File: src/rtl/tw_pkg.sv
package tw_pkg;
  localparam logic [2:0] DEV_CODE = 3'b101;

  typedef enum logic [3:0] {
    ST_IDLE,
    ST_CTRL,
    ST_DECODE,
    ST_WDATA,
    ST_HOLD,
    ST_RWAIT,
    ST_RDATA,
    ST_CLOSE_RISE,
    ST_CLOSE_FALL
  } frame_st_e;
endpackage

File: src/rtl/tw_sync.sv
module tw_sync #(
  parameter int N      = 3,
  parameter int STAGES = 2,
  parameter logic [N-1:0] RST_VAL = '0
) (
  input  logic         clk,
  input  logic         rst_n,
  input  logic [N-1:0] d_i,
  output logic [N-1:0] q_o
);
  logic [N-1:0] stg [STAGES];

  generate
    for (genvar s = 0; s < STAGES; s++) begin : g_stage
      always_ff @(posedge clk or negedge rst_n) begin
        if (!rst_n) stg[s] <= RST_VAL;
        else if (s == 0) stg[s] <= d_i;
        else stg[s] <= stg[(s == 0) ? 0 : s-1];
      end
    end
  endgenerate

  assign q_o = stg[STAGES-1];
endmodule

File: src/rtl/tw_frame.sv
module tw_frame
  import tw_pkg::*;
#(
  parameter int DATA_W = 16,
  parameter int ADDR_W = 5
) (
  input  logic              clk,
  input  logic              rst_n,
  input  logic              sclk_s,
  input  logic              sen_n_s,
  input  logic              sdio_s,
  input  logic [DATA_W-1:0] rd_word_i,
  output logic [ADDR_W-1:0] addr_o,
  output logic [DATA_W-1:0] wr_data_o,
  output logic              commit_o,
  output logic              sdio_o,
  output logic              sdio_oe
);
  localparam int CW    = 3 + 1 + ADDR_W;
  localparam int MAXB  = (DATA_W > CW) ? DATA_W : CW;
  localparam int CNT_W = $clog2(MAXB);

  frame_st_e         st;
  logic              sclk_d;
  logic              sclk_rise, sclk_fall;
  logic [CW-1:0]     ctrl_sr;
  logic [DATA_W-1:0] wr_sr;
  logic [DATA_W-1:0] rd_sr;
  logic [CNT_W-1:0]  cnt;
  logic              ok;

  assign sclk_rise = sclk_s & ~sclk_d;
  assign sclk_fall = ~sclk_s & sclk_d;

  assign addr_o    = ctrl_sr[ADDR_W-1:0];
  assign wr_data_o = wr_sr;
  assign sdio_o    = rd_sr[DATA_W-1];

  always_ff @(posedge clk or negedge rst_n) begin
    if (!rst_n) begin
      st       <= ST_IDLE;
      sclk_d   <= 1'b0;
      ctrl_sr  <= '0;
      wr_sr    <= '0;
      rd_sr    <= '0;
      cnt      <= '0;
      ok       <= 1'b0;
      commit_o <= 1'b0;
      sdio_oe  <= 1'b0;
    end else begin
      sclk_d   <= sclk_s;
      commit_o <= 1'b0;
      unique case (st)
        ST_IDLE: begin
          if (!sen_n_s) begin
            st  <= ST_CTRL;
            cnt <= '0;
            ok  <= 1'b0;
          end
        end
        ST_CTRL: begin
          if (sen_n_s) begin
            st <= ST_CLOSE_RISE;
          end else if (sclk_rise) begin
            ctrl_sr <= {ctrl_sr[CW-2:0], sdio_s};
            cnt     <= cnt + 1'b1;
            if (cnt == CNT_W'(CW-1)) st <= ST_DECODE;
          end
        end
        ST_DECODE: begin
          cnt <= '0;
          if (ctrl_sr[CW-1 -: 3] != DEV_CODE) begin
            st <= ST_HOLD;
          end else if (ctrl_sr[ADDR_W]) begin
            rd_sr <= rd_word_i;
            st    <= ST_RWAIT;
          end else begin
            st <= ST_WDATA;
          end
        end
        ST_WDATA: begin
          if (sen_n_s) begin
            st <= ST_CLOSE_RISE;
          end else if (sclk_rise) begin
            wr_sr <= {wr_sr[DATA_W-2:0], sdio_s};
            cnt   <= cnt + 1'b1;
            if (cnt == CNT_W'(DATA_W-1)) begin
              ok <= 1'b1;
              st <= ST_HOLD;
            end
          end
        end
        ST_HOLD: begin
          if (sen_n_s) st <= ST_CLOSE_RISE;
        end
        ST_RWAIT: begin
          if (sen_n_s) begin
            st <= ST_CLOSE_RISE;
          end else if (sclk_fall) begin
            sdio_oe <= 1'b1;
            st      <= ST_RDATA;
          end
        end
        ST_RDATA: begin
          if (sen_n_s) begin
            sdio_oe <= 1'b0;
            st      <= ST_CLOSE_RISE;
          end else if (sclk_rise && cnt != CNT_W'(DATA_W-1)) begin
            rd_sr <= {rd_sr[DATA_W-2:0], 1'b0};
            cnt   <= cnt + 1'b1;
          end
        end
        ST_CLOSE_RISE: begin
          if (sen_n_s && sclk_rise) st <= ST_CLOSE_FALL;
        end
        ST_CLOSE_FALL: begin
          if (sclk_fall) begin
            commit_o <= ok;
            ok       <= 1'b0;
            st       <= ST_IDLE;
          end
        end
        default: st <= ST_IDLE;
      endcase
    end
  end

  // data line released once select returns high
  assert_release_on_deselect_R10: assert property (@(posedge clk) disable iff (!rst_n)
    $rose(sen_n_s) |=> !sdio_oe);

  // a commit only happens while select is high
  assert_commit_deselected_R8: assert property (@(posedge clk) disable iff (!rst_n)
    commit_o |-> sen_n_s);

  // a frame parked without a good write never drives the line
  assert_quiet_hold_R2: assert property (@(posedge clk) disable iff (!rst_n)
    (st == ST_HOLD && !ok) |-> !sdio_oe);

  // driving starts right after an SCLK falling edge
  assert_turnaround_on_fall_R5: assert property (@(posedge clk) disable iff (!rst_n)
    $rose(sdio_oe) |-> $past(sclk_fall));
endmodule

File: src/rtl/tw_regfile.sv
module tw_regfile #(
  parameter int DATA_W    = 16,
  parameter int ADDR_W    = 5,
  parameter int N_ARG     = 3,
  parameter int N_RESP    = 8,
  parameter int CMD_ADDR  = 0,
  parameter int ARG_BASE  = 1,
  parameter int RESP_BASE = 8
) (
  input  logic                     clk,
  input  logic                     rst_n,
  input  logic                     commit_i,
  input  logic [ADDR_W-1:0]        addr_i,
  input  logic [DATA_W-1:0]        wr_data_i,
  input  logic [N_RESP*DATA_W-1:0] resp_i,
  output logic [DATA_W-1:0]        rd_word_o,
  output logic [N_ARG*DATA_W-1:0]  arg_o,
  output logic [DATA_W-1:0]        cmd_word_o,
  output logic                     cmd_issue_o
);
  localparam int ARG_LAST = ARG_BASE + N_ARG - 1;

  generate
    for (genvar g = 0; g < N_ARG; g++) begin : g_arg
      always_ff @(posedge clk or negedge rst_n) begin
        if (!rst_n) arg_o[g*DATA_W +: DATA_W] <= '0;
        else if (commit_i && addr_i == ADDR_W'(ARG_BASE + g))
          arg_o[g*DATA_W +: DATA_W] <= wr_data_i;
      end
    end
  endgenerate

  always_ff @(posedge clk or negedge rst_n) begin
    if (!rst_n) begin
      cmd_word_o  <= '0;
      cmd_issue_o <= 1'b0;
    end else begin
      cmd_issue_o <= 1'b0;
      if (commit_i && addr_i == ADDR_W'(CMD_ADDR)) begin
        cmd_word_o  <= wr_data_i;
        cmd_issue_o <= 1'b1;
      end
    end
  end

  always_comb begin
    rd_word_o = '0;
    if (addr_i == ADDR_W'(CMD_ADDR)) rd_word_o = cmd_word_o;
    for (int a = 0; a < N_ARG; a++)
      if (addr_i == ADDR_W'(ARG_BASE + a)) rd_word_o = arg_o[a*DATA_W +: DATA_W];
    for (int r = 0; r < N_RESP; r++)
      if (addr_i == ADDR_W'(RESP_BASE + r)) rd_word_o = resp_i[r*DATA_W +: DATA_W];
  end

  // the issue strobe never lasts longer than one cycle
  assert_strobe_one_cycle_R4: assert property (@(posedge clk) disable iff (!rst_n)
    cmd_issue_o |=> !cmd_issue_o);

  // a strobe always follows a frame commit
  assert_strobe_after_commit_R4: assert property (@(posedge clk) disable iff (!rst_n)
    cmd_issue_o |-> $past(commit_i));

  // commits above the writable range leave everything alone
  assert_drop_unmapped_R7: assert property (@(posedge clk) disable iff (!rst_n)
    (commit_i && addr_i > ADDR_W'(ARG_LAST)) |=> ($stable(arg_o) && !cmd_issue_o));
endmodule

File: src/rtl/tw_cmd_slave.sv
module tw_cmd_slave
  import tw_pkg::*;
#(
  parameter int DATA_W      = 16,
  parameter int ADDR_W      = 5,
  parameter int N_ARG       = 3,
  parameter int N_RESP      = 8,
  parameter int CMD_ADDR    = 0,
  parameter int ARG_BASE    = 1,
  parameter int RESP_BASE   = 8,
  parameter int SYNC_STAGES = 2
) (
  input  logic                     clk,
  input  logic                     rst_n,
  input  logic                     sclk_i,
  input  logic                     sen_n_i,
  input  logic                     sdio_i,
  output logic                     sdio_o,
  output logic                     sdio_oe,
  output logic [N_ARG*DATA_W-1:0]  arg_o,
  output logic [DATA_W-1:0]        cmd_word_o,
  output logic                     cmd_issue_o,
  input  logic [N_RESP*DATA_W-1:0] resp_i
);
  logic [2:0]        pins_s;
  logic [ADDR_W-1:0] addr;
  logic [DATA_W-1:0] wr_data;
  logic [DATA_W-1:0] rd_word;
  logic              commit;

  tw_sync #(
    .N(3), .STAGES(SYNC_STAGES), .RST_VAL(3'b010)
  ) u_sync (
    .clk   (clk),
    .rst_n (rst_n),
    .d_i   ({sdio_i, sen_n_i, sclk_i}),
    .q_o   (pins_s)
  );

  tw_frame #(
    .DATA_W(DATA_W), .ADDR_W(ADDR_W)
  ) u_frame (
    .clk       (clk),
    .rst_n     (rst_n),
    .sclk_s    (pins_s[0]),
    .sen_n_s   (pins_s[1]),
    .sdio_s    (pins_s[2]),
    .rd_word_i (rd_word),
    .addr_o    (addr),
    .wr_data_o (wr_data),
    .commit_o  (commit),
    .sdio_o    (sdio_o),
    .sdio_oe   (sdio_oe)
  );

  tw_regfile #(
    .DATA_W(DATA_W), .ADDR_W(ADDR_W), .N_ARG(N_ARG), .N_RESP(N_RESP),
    .CMD_ADDR(CMD_ADDR), .ARG_BASE(ARG_BASE), .RESP_BASE(RESP_BASE)
  ) u_regs (
    .clk         (clk),
    .rst_n       (rst_n),
    .commit_i    (commit),
    .addr_i      (addr),
    .wr_data_i   (wr_data),
    .resp_i      (resp_i),
    .rd_word_o   (rd_word),
    .arg_o       (arg_o),
    .cmd_word_o  (cmd_word_o),
    .cmd_issue_o (cmd_issue_o)
  );
endmodule

File: config.mk
export PLATFORM = sky130hd
export DESIGN_NAME = tw_cmd_slave
export DESIGN_NICKNAME = d
export VERILOG_FILES = /design/src/rtl/tw_pkg.sv /design/src/rtl/tw_sync.sv /design/src/rtl/tw_frame.sv /design/src/rtl/tw_regfile.sv /design/src/rtl/tw_cmd_slave.sv
export SDC_FILE = /design/constraint.sdc
export NUM_CORES = 1
export LEC_CHECK = 0
export BUFFER_PORTS_ARGS = -buffer_cell sky130_fd_sc_hd__buf_2
export CORE_UTILIZATION = 45
export CTS_CLUSTER_SIZE = 28
export DETAILED_ROUTE_END_ITERATION = 7
export GPL_TIMING_DRIVEN = 0
export PLACE_DENSITY = 0.67
export SYNTH_ARGS = -nofsm -noshare
export SYNTH_HDL_FRONTEND = slang
export SYNTH_SLANG_ARGS = --single-unit
File: constraint.sdc
create_clock -name clk -period 4.5 [get_ports clk]
set_input_delay 0.9 -clock clk [delete_from_list [all_inputs] [get_ports clk]]
set_output_delay 0.9 -clock clk [all_outputs]
set_load 0.02 [all_outputs]
# Word level (Yosys, flattened, before mapping)
# Cells that the tools add are included.
word_totals:
  register_bits: 124
op_classes:
  add_sub_neg: 1
  n_eq_ne: 44
  muxes: 51
  bitwise: 5
  reduce_logical: 21
op_table:
  columns: ["cell", "count"]
  rows:
  - ["16-bit 2-to-1 mux", 16]
  - ["4-bit 2-to-1 mux", 18]
  - ["5-bit by 4-bit == test with 1-bit output, second input constant", 8]
  - ["16-bit case mux with 2 select lines", 1]
  - ["4-bit case mux with 8 select lines", 1]
  - ["2-bit by 1-bit inequality test with 1-bit output, second input constant", 9]
  - ["4-bit by 3-bit == test with 1-bit output, second input constant", 4]
  - ["4-bit case mux with 4 select lines", 1]
  - ["3-bit by 2-bit inequality test with 1-bit output, second input constant", 5]
  - ["2-bit inequality test, second input constant", 7]
  - ["4-bit == test, second input constant", 3]
  - ["6-bit AND reduction", 2]
  - ["1-bit 2-to-1 mux", 11]
  - ["5-bit by 2-bit == test with 1-bit output, second input constant", 2]
  - ["9-bit AND reduction", 1]
  - ["4-bit by 2-bit == test with 1-bit output, second input constant", 2]
  - ["1-bit logical AND", 6]
  - ["3-bit AND reduction", 2]
  - ["5-bit by 1-bit == test with 1-bit output, second input constant", 1]
  - ["5-bit zero test", 1]
  - ["5-bit AND reduction", 1]
  - ["4-bit by 1-bit adder with 4-bit output, second input constant", 1]
  - ["4-bit by 1-bit == test with 1-bit output, second input constant", 1]
  - ["4-bit zero test", 1]
  - ["12 further kinds", 17]

# Logic depth before layout (Yosys ltp)
depth:
  depth_word: 16
  depth_mapped: 8
  mapped_depth_nobuf: 7

# Cells and area by module
# Synthesis repeated with hierarchy kept, for this count alone.
hier_totals:
  hier_cells: 588
  area_unflattened_um2: 7125.6
by_module_without_submodules:
  columns: ["mod", "instances", "cells_per_inst", "area_each_um2", "seq_area_each_um2"]
  rows:
  - ["tw_regfile", 1, 366, 4269.1, 1626.6]
  - ["tw_frame", 1, 213, 2681.3, 1326.3]
  - ["tw_sync", 1, 9, 175.2, 152.6]

# Worst setup path before layout
# OpenSTA, ideal clock, no wires.
synth_timing:
  path_kind: "reg-to-reg"
  from: "register u_sync.stg, in the netlist u_sync.q_o[1]"
  to: "register u_frame.cnt[3]"
  setup_ps: 121
  arrival_ps: 1691
  t_required_ps: 4379
  path_slack_ps: 2688
  path_stages_with_launch: 7
  path_buffers: 1
  path_cell_list: "dfstp_2 > clkbuf_1 > nor2b_1 > o22ai_1 > a32oi_1 > o21ai_0 > a22o_1"
synth_via:
  elab_chain_cells: 2
  word_cells_on_any_way: 4
  cone_classes: "eq/ne: 3; reduce/logical: 1"
synth_rtl:
  columns: ["item", "line_no", "text"]
  rows:
  - ["start, declared", "tw_sync.sv:11", "logic [N-1:0] stg [STAGES];"]
  - ["start signal, assigned by index", "tw_sync.sv:17", "else if (s == 0) stg[s] <= d_i;"]
  - ["start signal, assigned by index", "tw_sync.sv:18", "else stg[s] <= stg[(s == 0) ? 0 : s-1];"]
  - ["2-bit inequality test (no source line)", null, null]
  - ["6-bit AND reduction (no source line) (*)", null, null]
  - ["end signal, assigned", "tw_frame.sv:66", "cnt <= cnt + 1'b1;"]
  - ["end signal, assigned", "tw_frame.sv:86", "cnt <= cnt + 1'b1;"]
  - ["end signal, assigned", "tw_frame.sv:110", "cnt <= cnt + 1'b1;"]
  - ["end, declared", "tw_frame.sv:29", "logic [CNT_W-1:0] cnt;"]
# Mark *: on every way between the ends. The rest lies on a longest branch, timed or not.
# A chain may end at the register's enable or synchronous reset.

# Worst setup path in the final report
layout_timing:
  from: "register u_frame.ctrl_sr[0]"
  to: "register u_frame.rd_sr[0]"
layout_via:
  elab_chain_cells: 16
  word_cells_on_any_way: 27
  cone_classes: "eq/ne: 11; mux: 15; reduce/logical: 1"
layout_rtl:
  columns: ["item", "line_no", "text"]
  rows:
  - ["start, declared", "tw_frame.sv:26", "logic [CW-1:0] ctrl_sr;"]
  - ["start signal, assigned", "tw_frame.sv:65", "ctrl_sr <= {ctrl_sr[CW-2:0], sdio_s};"]
  - ["5-bit zero test", "tw_regfile.sv:48", "if (addr_i == ADDR_W'(CMD_ADDR)) rd_word_o = cmd_word_o;"]
  - ["16-bit 2-to-1 mux", "tw_regfile.sv:48", null]
  - ["16-bit 2-to-1 mux (3 in series)", "tw_regfile.sv:50", "if (addr_i == ADDR_W'(ARG_BASE + a)) rd_word_o = arg_o[a*DATA_W +: DATA_W];"]
  - ["16-bit 2-to-1 mux (7 in series)", "tw_regfile.sv:52", "if (addr_i == ADDR_W'(RESP_BASE + r)) rd_word_o = resp_i[r*DATA_W +: DATA_W];"]
  - ["16-bit 2-to-1 mux (*)", "tw_regfile.sv:52", null]
  - ["16-bit 2-to-1 mux (*)", "tw_frame.sv:74", "end else if (ctrl_sr[ADDR_W]) begin"]
  - ["16-bit 2-to-1 mux (*)", "tw_frame.sv:72", "if (ctrl_sr[CW-1 -: 3] != DEV_CODE) begin"]
  - ["16-bit case mux with 2 select lines (*)", "tw_frame.sv:53", "unique case (st)"]
  - ["end signal, assigned", "tw_frame.sv:75", "rd_sr <= rd_word_i;"]
  - ["end signal, assigned", "tw_frame.sv:109", "rd_sr <= {rd_sr[DATA_W-2:0], 1'b0};"]
  - ["end, declared", "tw_frame.sv:28", "logic [DATA_W-1:0] rd_sr;"]
# Mark *: on every way between the ends. The rest lies on a longest branch, timed or not. The select of a mux whose other input is x is not followed.

==> flow_summary.ini <==
[yosys]
synth_top_family_by_area = multiplexers
synthCells = 655
syn_avg_cell_area_um2 = 10.8
synth_fa_ha_area_share_pct = 0.353
yosys.area_share.simple_pct = 12.8
synth_compound_area_share_pct = 16.6
ys_seq_elements = 124
syn-num-nets = 790
ys_warn_count = 0
synthMuxAreaShare_pct = 22.1
ys_types = 72
ys_async_sr_fraction_pct = 100
ys_seq_area_share_pct = 43.8
synth_xor_area_share_pct = 0
synth_top_flop_cell = dfrtp_1
synthesis.area_um2 = 7090
synth-edff-count = 0

[place]
port_buffers = 199
placed_area_um2 = 8380
dp_hpwl_um = 18400
gp_congestion = 0.945
post-place-cells = 1066

[drt]
ant_nets = 0
via_per_inst = 6.01
drc = 0
drt_first_pass_iters = 5
routed_wl_um = 24700
routedWlPerCell_um = 22.5
vias = 6600
drt_iter0_markers = 542

[pwr]
max-vdd-ir-drop_mv = 0.288
p_int_w = 0.00277
switching_share_pct = 34.1
clockPowerShare_pct = 36.6
power.density_nw_per_um2 = 464
seqPwrFrac_pct = 31.6
pwr-share-comb_pct = 31.7
power.leakage_nw = 4.40
switchingPower_w = 0.00143

[layout]
final_cell_area_um2 = 9050
fin_nets = 1009
antenna_cells = 0
instances_no_fill = 1098
drive_gt1_share_pct = 42.8
synthToLayoutAreaGrowth_pct = 27.6

[clocking]
clk_pin_slew_worst_paths_ns = 0.06
insertion_delay_ns = 0.42
cts_hold_buf = 0
numCtsBuffers = 17
cts_max_path_buffers = 2
htreeDepth = 4
cts_tree = yes
cts.repair.resized = 0
cts_setup_buffers = 0
clkSinkCount = 124
clockRootBuffer = clkbuf_16

[worst_setup_path]
slowest_stage = buf_2
crit_path_start_kind = flop
cpPeakStageDelay_ns = 0.40
worstReg2RegStart = u_frame.ctrl_sr[0]
path_common_cell = buf_2
critPathKind = reg -> reg
crit_arrival_ns = 2.71
cp.required_ns = 4.85
critical_path.cell_chain = buf_2, buf_4, buf_2, nand2_1, a21oi_1, o21ai_0, o22ai_1, o2bb2ai_1
path_max_fanout = 10
cp-startpoint = u_frame.ctrl_sr[0]
end_kind = flop

[timing]
rsz0062_at_grt = false
fmax_ghz = 0.424
finalSetupViolations = 0
fin_tns_setup_ns = 0
slew_viol_final = 0
clock_skew_ns = 0.00566
worst_pin_slew_ns = 1.10
slew_headroom_pct = 25.8
fin_crit_sh_pct = 52.4
hold_viol = 0
finalCriticalPeriod_ns = 2.36
fin_hold_ws_ns = 0.335

[die]
fp.coreArea_um2 = 15300
die_width_um = 128
dieArea_um2 = 16300
ioPinCount = 200
initial_utilization_pct = 46.3
fp.dieH_um = 128
num_rows = 45

[grt]
grt_pass1_vias = 6616
antenna_found_initial = 0
grt_max_degree = 101
grtUsageTotal_pct = 31.1
grt_overflow = 0
grt_pass1_wl_um = 37100

[hold_path]
hold_path_class = in -> async

[run_status]
status = finished clean

[run]
max_cap_viol_count = 0
==> final timing paths <==
| path | end | slack, ns | depth (start not counted) |
|---|---|---|---|
| setup / recovery | u_frame.rd_sr[0] | 2.14 | 8 |
| hold / removal | u_frame.rd_sr[8] | 0.33 | 1 |
| setup reg to reg | u_frame.rd_sr[0] | 2.14 | 8 |
| hold reg to reg | u_sync.q_o[0] | 0.35 | 0 |
| max in group asynchronous | u_sync.stg[4] | 3.37 | 2 |
| min in group clk | u_sync.q_o[0] | 0.35 | 0 |
==> kinds of logic (layout without fill, tap and decap cells) <==
family                   after synthesis  count (layout)
multiplexers                         138             138
buffers and inverters                 64             296
AND/OR/NAND/NOR                      163             163
AO/OA/AOI/OAI                        164             164
flip-flops                           124             124
adder cells (fa/ha/maj)                2               2
==> worst max-delay path: cells and delay by family, from the launching register on <==
family	cells	cell delay (ns)
buffers and inverters	3	1.02
AOI/OAI and AO/OA	4	0.76
and+or+nand+nor	1	0.14
DFF	1	0.34
==> per-stage QoR <==
| step | util, % | total power [W] | setup slack, ns |
|---|---|---|---|
| after global placement | 54.5 | 0.00261 | 1.01 |
| after floorplan | - | 0.00220 | 2.69 |
| final | 59.1 | 0.00420 | 2.14 |
| after CTS | 59.1 | 0.00419 | 2.20 |
| after detailed placement | 54.7 | 0.00265 | 2.21 |
| after global routing | 59.1 | 0.00437 | 1.99 |
==> flip-flops by register name (all words and copies together) (netlist names) <==
register / flops
u_frame.cnt: 4
u_sync.stg: 3
u_frame.ok: 1
u_frame.sclk_d: 1
u_regs.cmd_issue_o: 1
u_frame.sdio_oe: 1
u_frame.rd_sr: 16
u_frame.st: 4
u_regs.arg_o: 48
u_sync.q_o: 3
u_frame.commit_o: 1
u_frame.wr_data_o: 16
u_regs.cmd_word_o: 16
u_frame.ctrl_sr: 9
==> per-layer routing <==
layer	track usage (%)	share of wire, %	wire [um]	vias to the layer above
li1	-	-	-	2923
met5	0	0	0	-
met4	14.9	3.4	838	0
met1	39.9	41	10100	3255
met3	6.16	8.6	2130	53
met2	50.4	47	11700	369
==> cell usage in the layout (no fill, tap or decap), drive strengths merged, types with 8 or more instances in the layout <==
cell,netlist,routed
nor2,40,40
a21oi,28,28
o21a,11,11
inv,14,14
a221oi,17,17
a221o,8,8
nand2b,11,11
buf,35,235
mux2,96,96
mux2i,37,37
o21ai,31,31
nand3b,11,11
nor3,13,13
clkbuf,14,37
nor2b,12,12
nand3,8,8
nand2,34,34
dfrtp,122,122
==> layout make-up <==
cell class              count  area (um^2)
fillers                  1358         6270
multi-input cells         467         3680
inverters                  15         56.3
flip-flops and latches    124         3110
repair buffers            200         1030
clock inverters             9          184
clock buffers              23          478
plain buffers              49          253
well taps                 211          264
==> power by group through the flow <==
stage,Combinational (W),Sequential [W],Clock [W]
floorplan,0.000874,0.00132,0
global placement,0.00127,0.00134,0
detailed placement,0.00131,0.00135,0
CTS,0.00131,0.00133,0.00155
global route,0.00143,0.00134,0.00160
finish,0.00133,0.00133,0.00154
==> cells in the mapped netlist (all sizes together), types with 4 or more instances <==
master,n,area (um^2)
mux2i,37,370
o2bb2ai,5,43.8
a311oi,6,52.6
o21a,11,82.6
nand2,34,130
nor2,40,171
clkbuf,14,52.6
nor3,13,65.1
a31oi,4,25.0
a21oi,28,140
nor2b,12,75.1
nand3b,11,82.6
o211ai,5,37.5
buf,35,200
a211oi,6,45.0
or2,5,31.3
mux2,96,1080
o22ai,7,50.1
mux4,5,113
dfrtp,122,3050
a221o,8,80.1
or3,6,42.5
inv,14,52.6
a221oi,17,155
o32ai,4,35.0
o311ai,7,61.3
nand3,8,55.1
nand2b,11,68.8
o21ai,31,155
Note: power is estimated with default switching activity, not from simulation.
